==> src/rtl/pwrseq_pkg.sv <==
`timescale 1ns/1ps
package pwrseq_pkg;

  typedef enum logic [1:0] {
    RET_NONE    = 2'd0,
    RET_GENERIC = 2'd1,
    RET_PHY     = 2'd2,
    RET_STORAGE = 2'd3
  } retKind_e;

  // Bit positions of the control register bank
  localparam int NUM_CTL  = 10;
  localparam int IDX_MAIN = 0;
  localparam int IDX_AUX  = 1;
  localparam int IDX_GATE = 2;
  localparam int IDX_ISO  = 3;
  localparam int IDX_RST  = 4;
  localparam int IDX_RCLK = 5;
  localparam int IDX_SAVE = 6;
  localparam int IDX_REST = 7;
  localparam int IDX_SCLK = 8;
  localparam int IDX_FLAG = 9;

  // Domain powered down: clock gated, isolated, reset held, restore idle
  localparam logic [NUM_CTL-1:0] CTL_RST =
    NUM_CTL'((1 << IDX_GATE) | (1 << IDX_ISO) | (1 << IDX_REST));

  typedef struct packed {
    logic mainOn;
    logic mainOff;
    logic auxOn;
    logic auxOff;
    logic gateSet;
    logic gateClr;
    logic isoSet;
    logic isoClr;
    logic rstRelease;
    logic rstApply;
    logic rclkSet;
    logic rclkClr;
    logic saveHi;
    logic saveLo;
    logic restLo;
    logic restHi;
    logic flagSet;
    logic flagClr;
    logic memGo;
    logic fabGo;
  } strobe_t;

endpackage

==> src/rtl/pwrseq_ctrl.sv <==
`timescale 1ns/1ps
module pwrseq_ctrl
  import pwrseq_pkg::*;
#(
  parameter int ACK_LIMIT   = 1000,
  parameter int HS_LIMIT    = 1000,
  parameter int PHY_ON_GAP  = 250,
  parameter int PHY_OFF_GAP = 50
) (
  input  logic     clk,
  input  logic     rstN,
  input  logic     onReq,
  input  logic     offReq,
  input  retKind_e kind,
  input  logic     modemMode,
  input  logic     skipRst,
  input  logic     staMain,
  input  logic     staAux,
  input  logic     savedFlag,
  input  logic     memDone,
  input  logic     memFail,
  input  logic     fabDone,
  input  logic     fabFail,
  output strobe_t  strb,
  output logic     busy,
  output logic     done,
  output logic     fault,
  output logic     opUp
);

  localparam int MAX_AB = (ACK_LIMIT > HS_LIMIT) ? ACK_LIMIT : HS_LIMIT;
  localparam int MAX_GP = (PHY_ON_GAP > PHY_OFF_GAP) ? PHY_ON_GAP : PHY_OFF_GAP;
  localparam int MAX_L  = (MAX_AB > MAX_GP) ? MAX_AB : MAX_GP;
  localparam int CNT_W  = $clog2(MAX_L + 1);

  typedef enum logic [5:0] {
    S_IDLE, S_ON_MAIN, S_ON_AUX, S_ON_ACK, S_ON_RCLK, S_ON_GATE, S_ON_ISO,
    S_ON_GAP, S_ON_RST, S_RS_FLAG, S_RS_RCLK, S_RS_LO, S_RS_HI, S_RS_END,
    S_ON_MEM, S_ON_MEMW, S_ON_FAB, S_ON_FABW, S_MD_RST, S_MD_MAIN,
    S_OF_FAB, S_OF_FABW, S_OF_MEM, S_OF_MEMW, S_SV_RCLK, S_SV_HI, S_SV_LO,
    S_SV_END, S_SV_FLAG, S_OF_ISO, S_OF_GAP, S_OF_GATE, S_OF_RST, S_OF_AUX,
    S_OF_MAIN, S_MD_OFMAIN, S_MD_OFRST, S_OF_ACK, S_FIN, S_FAIL
  } state_e;

  state_e            state, stateNx;
  logic [CNT_W-1:0]  cnt;
  logic              opUpQ;
  logic              isOn;
  logic              doRestore;
  logic              ackOver, hsOver, onGapEnd, offGapEnd;

  assign isOn      = staMain & staAux;
  assign doRestore = (kind == RET_STORAGE) ||
                     (((kind == RET_GENERIC) || (kind == RET_PHY)) && savedFlag);
  assign ackOver   = (cnt == CNT_W'(ACK_LIMIT - 1));
  assign hsOver    = (cnt == CNT_W'(HS_LIMIT - 1));
  assign onGapEnd  = (cnt == CNT_W'(PHY_ON_GAP - 1));
  assign offGapEnd = (cnt == CNT_W'(PHY_OFF_GAP - 1));

  always_ff @(posedge clk or negedge rstN) begin
    if (!rstN) begin
      state <= S_IDLE;
      cnt   <= '0;
      opUpQ <= 1'b0;
    end else begin
      state <= stateNx;
      cnt   <= ((stateNx != state) || (state == S_IDLE)) ? '0 : cnt + 1'b1;
      if (state == S_IDLE && onReq)       opUpQ <= 1'b1;
      else if (state == S_IDLE && offReq) opUpQ <= 1'b0;
    end
  end

  always_comb begin
    stateNx = state;
    strb    = '0;
    unique case (state)
      S_IDLE: begin
        if (onReq)       stateNx = modemMode ? S_MD_RST : S_ON_MAIN;
        else if (offReq) stateNx = S_OF_FAB;
      end
      // ---- power-on, full sequence
      S_ON_MAIN: begin strb.mainOn = 1'b1; stateNx = S_ON_AUX; end
      S_ON_AUX:  begin strb.auxOn  = 1'b1; stateNx = S_ON_ACK; end
      S_ON_ACK: begin
        if (isOn)         stateNx = modemMode ? S_ON_MEM :
                                    (kind == RET_PHY) ? S_ON_RCLK : S_ON_GATE;
        else if (ackOver) stateNx = S_FAIL;
      end
      S_ON_RCLK: begin strb.rclkSet = 1'b1; stateNx = S_ON_GATE; end
      S_ON_GATE: begin strb.gateClr = 1'b1; stateNx = S_ON_ISO; end
      S_ON_ISO: begin
        strb.isoClr = 1'b1;
        stateNx     = (kind == RET_PHY) ? S_ON_GAP : S_ON_RST;
      end
      S_ON_GAP: if (onGapEnd) stateNx = S_ON_RST;
      S_ON_RST: begin
        strb.rstRelease = 1'b1;
        if (!doRestore)               stateNx = S_ON_MEM;
        else if (kind == RET_STORAGE) stateNx = S_RS_RCLK;
        else                          stateNx = S_RS_FLAG;
      end
      // ---- restore
      S_RS_FLAG: begin
        strb.flagClr = 1'b1;
        stateNx      = (kind == RET_GENERIC) ? S_RS_RCLK : S_RS_LO;
      end
      S_RS_RCLK: begin strb.rclkSet = 1'b1; stateNx = S_RS_LO;  end
      S_RS_LO:   begin strb.restLo  = 1'b1; stateNx = S_RS_HI;  end
      S_RS_HI:   begin strb.restHi  = 1'b1; stateNx = S_RS_END; end
      S_RS_END:  begin strb.rclkClr = 1'b1; stateNx = S_ON_MEM; end
      // ---- power-on, companions
      S_ON_MEM: begin strb.memGo = 1'b1; stateNx = S_ON_MEMW; end
      S_ON_MEMW: begin
        if (memFail || hsOver) stateNx = S_FAIL;
        else if (memDone)      stateNx = S_ON_FAB;
      end
      S_ON_FAB: begin strb.fabGo = 1'b1; stateNx = S_ON_FABW; end
      S_ON_FABW: begin
        if (fabFail || hsOver) stateNx = S_FAIL;
        else if (fabDone)      stateNx = S_FIN;
      end
      // ---- modem power-on
      S_MD_RST: begin
        strb.rstRelease = !skipRst;
        stateNx         = S_MD_MAIN;
      end
      S_MD_MAIN: begin strb.mainOn = 1'b1; stateNx = S_ON_ACK; end
      // ---- power-off, companions
      S_OF_FAB: begin strb.fabGo = 1'b1; stateNx = S_OF_FABW; end
      S_OF_FABW: begin
        if (fabFail || hsOver) stateNx = S_FAIL;
        else if (fabDone)      stateNx = S_OF_MEM;
      end
      S_OF_MEM: begin strb.memGo = 1'b1; stateNx = S_OF_MEMW; end
      S_OF_MEMW: begin
        if (memFail || hsOver) stateNx = S_FAIL;
        else if (memDone)      stateNx = modemMode ? S_MD_OFMAIN :
                                         (kind == RET_NONE) ? S_OF_ISO : S_SV_RCLK;
      end
      // ---- save
      S_SV_RCLK: begin strb.rclkSet = 1'b1; stateNx = S_SV_HI;  end
      S_SV_HI:   begin strb.saveHi  = 1'b1; stateNx = S_SV_LO;  end
      S_SV_LO:   begin strb.saveLo  = 1'b1; stateNx = S_SV_END; end
      S_SV_END: begin
        strb.rclkClr = 1'b1;
        stateNx      = (kind == RET_STORAGE) ? S_OF_ISO : S_SV_FLAG;
      end
      S_SV_FLAG: begin strb.flagSet = 1'b1; stateNx = S_OF_ISO; end
      // ---- power-off, full sequence
      S_OF_ISO: begin
        strb.isoSet = 1'b1;
        stateNx     = (kind == RET_PHY) ? S_OF_GAP : S_OF_GATE;
      end
      S_OF_GAP:  if (offGapEnd) stateNx = S_OF_GATE;
      S_OF_GATE: begin strb.gateSet  = 1'b1; stateNx = S_OF_RST;  end
      S_OF_RST:  begin strb.rstApply = 1'b1; stateNx = S_OF_AUX;  end
      S_OF_AUX:  begin strb.auxOff   = 1'b1; stateNx = S_OF_MAIN; end
      S_OF_MAIN: begin strb.mainOff  = 1'b1; stateNx = S_OF_ACK;  end
      // ---- modem power-off
      S_MD_OFMAIN: begin strb.mainOff = 1'b1; stateNx = S_MD_OFRST; end
      S_MD_OFRST: begin
        strb.rstApply = !skipRst;
        stateNx       = S_OF_ACK;
      end
      S_OF_ACK: begin
        if (!isOn)        stateNx = S_FIN;
        else if (ackOver) stateNx = S_FAIL;
      end
      S_FIN:   stateNx = S_IDLE;
      S_FAIL:  stateNx = S_IDLE;
      default: stateNx = S_IDLE;
    endcase
  end

  assign busy  = (state != S_IDLE);
  assign done  = (state == S_FIN) || (state == S_FAIL);
  assign fault = (state == S_FAIL);
  assign opUp  = opUpQ;

  // completion strobe lasts exactly one cycle
  assert_done_single_R11: assert property (@(posedge clk) disable iff (!rstN)
    done |=> !done);

  // the acknowledge wait never outlives its limit
  assert_ack_bounded_R2: assert property (@(posedge clk) disable iff (!rstN)
    (state == S_ON_ACK || state == S_OF_ACK) |-> (cnt < CNT_W'(ACK_LIMIT)));

  // direction is frozen while an operation runs
  assert_dir_stable_R13: assert property (@(posedge clk) disable iff (!rstN)
    (busy && $past(busy)) |-> $stable(opUpQ));

endmodule

==> src/rtl/pwrseq_dp.sv <==
`timescale 1ns/1ps
module pwrseq_dp
  import pwrseq_pkg::*;
(
  input  logic               clk,
  input  logic               rstN,
  input  strobe_t            strb,
  input  retKind_e           kind,
  output logic [NUM_CTL-1:0] ctl,
  output logic               memStart,
  output logic               fabStart
);

  logic [NUM_CTL-1:0] setV, clrV;
  logic               storSel;

  assign storSel = (kind == RET_STORAGE);

  always_comb begin
    setV = '0;
    clrV = '0;
    setV[IDX_MAIN] = strb.mainOn;     clrV[IDX_MAIN] = strb.mainOff;
    setV[IDX_AUX]  = strb.auxOn;      clrV[IDX_AUX]  = strb.auxOff;
    setV[IDX_GATE] = strb.gateSet;    clrV[IDX_GATE] = strb.gateClr;
    setV[IDX_ISO]  = strb.isoSet;     clrV[IDX_ISO]  = strb.isoClr;
    setV[IDX_RST]  = strb.rstRelease; clrV[IDX_RST]  = strb.rstApply;
    setV[IDX_SAVE] = strb.saveHi;     clrV[IDX_SAVE] = strb.saveLo;
    setV[IDX_REST] = strb.restHi;     clrV[IDX_REST] = strb.restLo;
    setV[IDX_FLAG] = strb.flagSet;    clrV[IDX_FLAG] = strb.flagClr;
    // retention clock strobes steer to the storage gate for that kind
    setV[IDX_RCLK] = strb.rclkSet & !storSel;
    clrV[IDX_RCLK] = strb.rclkClr & !storSel;
    setV[IDX_SCLK] = strb.rclkSet & storSel;
    clrV[IDX_SCLK] = strb.rclkClr & storSel;
  end

  always_ff @(posedge clk or negedge rstN) begin
    if (!rstN) begin
      ctl      <= CTL_RST;
      memStart <= 1'b0;
      fabStart <= 1'b0;
    end else begin
      for (int i = 0; i < NUM_CTL; i++) begin
        if (setV[i])      ctl[i] <= 1'b1;
        else if (clrV[i]) ctl[i] <= 1'b0;
      end
      memStart <= strb.memGo;
      fabStart <= strb.fabGo;
    end
  end

  // the auxiliary switch is only ever on together with the main one
  assert_aux_needs_main_R8: assert property (@(posedge clk) disable iff (!rstN)
    ctl[IDX_AUX] |-> ctl[IDX_MAIN]);

  // the clock is running before isolation drops
  assert_gate_before_iso_R1: assert property (@(posedge clk) disable iff (!rstN)
    $fell(ctl[IDX_ISO]) |-> !ctl[IDX_GATE]);

  // the clock is only gated once the domain is isolated
  assert_iso_before_gate_R8: assert property (@(posedge clk) disable iff (!rstN)
    $rose(ctl[IDX_GATE]) |-> ctl[IDX_ISO]);

  // a restore pulse only happens under a gated retention clock
  assert_restore_gated_R4: assert property (@(posedge clk) disable iff (!rstN)
    !ctl[IDX_REST] |-> (ctl[IDX_RCLK] || ctl[IDX_SCLK]));

  // a save pulse only happens under a gated retention clock
  assert_save_gated_R7: assert property (@(posedge clk) disable iff (!rstN)
    ctl[IDX_SAVE] |-> (ctl[IDX_RCLK] || ctl[IDX_SCLK]));

endmodule

==> src/rtl/pwrseq_top.sv <==
`timescale 1ns/1ps
module pwrseq_top
  import pwrseq_pkg::*;
#(
  parameter int ACK_LIMIT   = 1000,
  parameter int HS_LIMIT    = 1000,
  parameter int PHY_ON_GAP  = 250,
  parameter int PHY_OFF_GAP = 50
) (
  input  logic       clk,
  input  logic       rstN,
  input  logic       onReq,
  input  logic       offReq,
  input  logic [1:0] retKind,
  input  logic       modemMode,
  input  logic       skipRst,
  input  logic       staMain,
  input  logic       staAux,
  input  logic       memDone,
  input  logic       memFail,
  input  logic       fabDone,
  input  logic       fabFail,
  output logic       swMain,
  output logic       swAux,
  output logic       clkGate,
  output logic       isoEn,
  output logic       domRstN,
  output logic       retClkOff,
  output logic       retSave,
  output logic       retRestoreN,
  output logic       storClkOff,
  output logic       savedFlag,
  output logic       memStart,
  output logic       fabStart,
  output logic       opUp,
  output logic       busy,
  output logic       done,
  output logic       fault
);

  strobe_t            strb;
  logic [NUM_CTL-1:0] ctl;
  retKind_e           kind;

  assign kind = retKind_e'(retKind);

  pwrseq_ctrl #(
    .ACK_LIMIT  (ACK_LIMIT),
    .HS_LIMIT   (HS_LIMIT),
    .PHY_ON_GAP (PHY_ON_GAP),
    .PHY_OFF_GAP(PHY_OFF_GAP)
  ) u_ctrl (
    .clk      (clk),
    .rstN     (rstN),
    .onReq    (onReq),
    .offReq   (offReq),
    .kind     (kind),
    .modemMode(modemMode),
    .skipRst  (skipRst),
    .staMain  (staMain),
    .staAux   (staAux),
    .savedFlag(ctl[IDX_FLAG]),
    .memDone  (memDone),
    .memFail  (memFail),
    .fabDone  (fabDone),
    .fabFail  (fabFail),
    .strb     (strb),
    .busy     (busy),
    .done     (done),
    .fault    (fault),
    .opUp     (opUp)
  );

  pwrseq_dp u_dp (
    .clk     (clk),
    .rstN    (rstN),
    .strb    (strb),
    .kind    (kind),
    .ctl     (ctl),
    .memStart(memStart),
    .fabStart(fabStart)
  );

  assign swMain      = ctl[IDX_MAIN];
  assign swAux       = ctl[IDX_AUX];
  assign clkGate     = ctl[IDX_GATE];
  assign isoEn       = ctl[IDX_ISO];
  assign domRstN     = ctl[IDX_RST];
  assign retClkOff   = ctl[IDX_RCLK];
  assign retSave     = ctl[IDX_SAVE];
  assign retRestoreN = ctl[IDX_REST];
  assign storClkOff  = ctl[IDX_SCLK];
  assign savedFlag   = ctl[IDX_FLAG];

endmodule

==> config.mk <==
export PLATFORM = sky130hd
export DESIGN_NAME = pwrseq_top
export DESIGN_NICKNAME = d
export VERILOG_FILES = /design/src/rtl/pwrseq_pkg.sv /design/src/rtl/pwrseq_ctrl.sv /design/src/rtl/pwrseq_dp.sv /design/src/rtl/pwrseq_top.sv
export SDC_FILE = /design/constraint.sdc
export NUM_CORES = 1
export LEC_CHECK = 0
export ABC_AREA = 1
export ABC_CLOCK_PERIOD_IN_PS = 2700
export BUFFER_PORTS_ARGS = -buffer_cell sky130_fd_sc_hd__buf_2
export CAP_MARGIN = 10
export CORE_ASPECT_RATIO = 1.5
export CORE_UTILIZATION = 50
export CTS_CLUSTER_DIAMETER = 80
export DETAILED_ROUTE_END_ITERATION = 6
export PLACE_DENSITY_LB_ADDON = 0.25
export SLEW_MARGIN = 30
export SYNTH_ARGS = -nofsm -noshare
export SYNTH_HDL_FRONTEND = slang
export SYNTH_SLANG_ARGS = --single-unit
==> constraint.sdc <==
create_clock -name clk -period 2.7 [get_ports clk]
set_input_delay 0.54 -clock clk [delete_from_list [all_inputs] [get_ports clk]]
set_output_delay 0.54 -clock clk [all_outputs]
set_load 0.005 [all_outputs]
==> results_dict.tcl <==
set metrics [dict create \
    clkSinkCount 29 \
    grt_pass1_vias 2701 \
    timing.hold.worst.class "input port to asynchronous set/reset pin" \
    yosysUniqueCellTypes 30 \
    area_delta_synth_final_pct 13.77 \
    worstSetupStartpointType "flop" \
    worst_pin_slew_ps 668.7 \
    standard_cell_row_count 31 \
    die_y_um 88.88 \
    cp_max_fo 12 \
    dpl.hpwl_mm 6.634 \
    clk_path_buf_depth 2 \
    insertion_delay_ps 290 \
    share_of_layout_cells_above_drive_strength_1_pct 14.35 \
    wl_cell_um 15.96 \
    largest_net_degree_at_the_start_of_global_routing 30 \
    slew_violations 0 \
    die_x_um 59.92 \
    layout_common_cells "sky130_fd_sc_hd__nand2_1 (115), sky130_fd_sc_hd__nor2_1 (71), sky130_fd_sc_hd__nand3_1 (64), sky130_fd_sc_hd__inv_1 (47), sky130_fd_sc_hd__buf_2 (29)" \
    worstPathRequired_ps 2920 \
    grt_antenna_before_repair 0 \
    drt-initial-drc-count 184 \
    ys_seq_elements 29 \
    cts_hold_buffers 0 \
    static_power_due_to_leakage_nw 1.593 \
    multiplexer_area_fraction_after_synthesis_pct 0 \
    die_area_mm2 0.005326 \
    netlist_instances 410 \
    grt_usage_pct 33.84 \
    slew_margin_rel_pct 55.42 \
    remaining_antenna_violation_count_after_routing 0 \
    ys_seq_area_share_pct 28.99 \
    vias_per_cell 5.523 \
    setup.worst_path.end_class "flop" \
    synth_largest_area_cell "sky130_fd_sc_hd__dfrtp_1" \
    combinational_family_with_the_most_area_after_synthesis "simple AND/OR/NAND/NOR gates" \
    synth_largest_type_area_fraction_pct 25.86 \
    synth_fa_ha_area_share_pct 2.984 \
    synth_area_in_xor_xnor_pct 2.785 \
    cts_inserted_buffers 5 \
    drt-total-wl_mm 8.171 \
    unrepaired_setup_endpoints_after_global_routing "false" \
    dr_total_vias 2828 \
    num_antenna_cells 0 \
    synth_compound_area_share_pct 6.315 \
    post_cts_resized 0 \
    min_period_ps 2470 \
    drv.max_cap_violation_count 0 \
    place.detailed.instances 504 \
    postCtsSetupBuffers 0 \
    num_io_pins 30 \
    nets 465 \
    critPathArrivalTime_ps 2690 \
    dr.pass1.iters 5 \
    final_hold_viol_count 0 \
    synth-warning-count 0 \
    drc_errors 0 \
    dpl-instance-area_mm2 0.002743 \
    max_freq_mhz 404.8 \
    worst_ir_drop_vdd_uv 464.7 \
    grt_remaining_overflow 0 \
    tritoncts "yes" \
    yosys.area_share.simple_pct 49.78 \
    gp_congestion 1.069 \
    fillerInstances 516 \
    clk_root_buffer_cell "sky130_fd_sc_hd__clkbuf_8" \
    power-per-cell-area_mw_per_mm2 1042 \
    synthesized_netlist_net_count 430 \
    synth_top_cells_by_area "sky130_fd_sc_hd__dfrtp_1 (26%), sky130_fd_sc_hd__nand2_1 (17%), sky130_fd_sc_hd__nand3_1 (13%)" \
    design.core.area_mm2 0.004848 \
    htreeDepth 2 \
    report.final.setup_viol 0 \
    finish.instance_area_mm2 0.002863 \
    timing.setup.critical_path_class "flop to flop" \
    path_clk_slew_ps 70 \
    mappedNetlistArea_mm2 0.002516 \
    post_layout_nonfiller_instances 512 \
    final_common_cell "sky130_fd_sc_hd__nand2_1" \
    run_status "completed" \
    syn_avg_cell_area_um2 6.137 \
    tns_ps 0 \
    grt_pass1_wl_mm 13.11 \
    period_share_pct 91.50 \
    placement.io_buffers 29 \
    clock_skew_ps 7.798 \
    start_util_pct 51.90 \
]
final cells by class:
cell class / count / area, um2 / share of cell area (%)
inverters: 51 / 191.4 / 6.687
clock buffers: 6 / 82.58 / 2.885
well taps: 66 / 82.58 / 2.885
flip-flops and latches: 29 / 729.5 / 25.48
multi-input cells: 324 / 1556 / 54.37
repair buffers: 34 / 182.7 / 6.381
clock inverters: 2 / 37.54 / 1.311
registers in the layout, summed over array words and instances (netlist names):
| name | flops |
|---|---|
| u_dp.memStart | 1 |
| u_ctrl.state | 6 |
| u_dp.ctl | 10 |
| u_ctrl.cnt | 10 |
| u_dp.fabStart | 1 |
| u_ctrl.opUp | 1 |
metrics by stage:
| stage | power (mW) | worst slack (ps) | hold WS (ps) | utilization, % |
|---|---|---|---|---|
| finish | 2.984 | 229.6 | 278.7 | 59.05 |
| global route | 3.222 | 66.55 | 335.8 | 59.05 |
| CTS | 2.962 | 272.0 | 297.0 | 59.05 |
| detailed placement | 2.472 | 296.1 | 452.3 | 56.57 |
| global placement | 2.463 | 303.4 | 449.2 | 56.57 |
| floorplan | 1.950 | 799.6 | 244.4 | - |
per-layer routing:
| metal | vias to the layer above | GRT usage [%] | share of wire, % |
|---|---|---|---|
| met5 | - | 0 | 0 |
| met1 | 1281 | 35.54 | 38 |
| li1 | 1389 | - | - |
| met3 | 49 | 5.263 | 4.5 |
| met4 | 0 | 23.26 | 7.3 |
| met2 | 109 | 60.10 | 50 |
critical path, stage by stage, from the launching register on:
cell and delay, ps:
sky130_fd_sc_hd__dfrtp_1 610, sky130_fd_sc_hd__nor2_2 150, sky130_fd_sc_hd__buf_4 210, sky130_fd_sc_hd__nand3_1 150
sky130_fd_sc_hd__nand2_1 150, sky130_fd_sc_hd__nor2_1 120, sky130_fd_sc_hd__nand3_1 110, sky130_fd_sc_hd__nor2_1 210
sky130_fd_sc_hd__nand3_1 120, sky130_fd_sc_hd__nand2_1 70, sky130_fd_sc_hd__nand3_1 120, sky130_fd_sc_hd__nor2_4 120
sky130_fd_sc_hd__nand3_4 120, sky130_fd_sc_hd__nor2_1 120
path summary, 6_finish.rpt:
kind                            startpoint             to  slack (ps)  cells after the start
max in group asynchronous             rstN  u_ctrl.cnt[5]        1980                      1
min in group clk               u_dp.ctl[2]    u_dp.ctl[2]         460                      2
max                        u_ctrl.state[5]  u_ctrl.cnt[8]         230                     13
max reg2reg                u_ctrl.state[5]  u_ctrl.cnt[8]         230                     13
min reg2reg                    u_dp.ctl[2]    u_dp.ctl[2]         460                      2
min                                   rstN    u_dp.ctl[8]         280                      1
where the power goes:
group / leakage (nW) / switching, mW / internal (mW)
Sequential: 0.361 / 0.150 / 0.581
Combinational: 1.17 / 1.20 / 0.572
Clock: 0.0574 / 0.185 / 0.300
Total: 1.59 / 1.53 / 1.45
Yosys cell counts (all sizes together):
library cell	instances
nand2	117
xnor2	1
o22ai	1
o211a	1
or2	3
nor3b	1
dfrtp	26
xor2	7
o21bai	1
clkbuf	1
nor3	3
a21oi	6
inv	51
nand4	11
o211ai	4
and3	1
dfstp	3
nand3	65
ha	6
o21ai	15
buf	5
nor2	81
kinds of logic (layout without fill, tap and decap cells):
group / count (synthesis) / count (layout)
and+or+nand+nor: 282 / 282
buffers and inverters: 57 / 93
DFF: 29 / 29
AOI/OAI and AO/OA: 28 / 28
xor gates and xnor gates: 8 / 8
adders and majority gates: 6 / 6
Note: power is estimated with default switching activity, not from simulation.
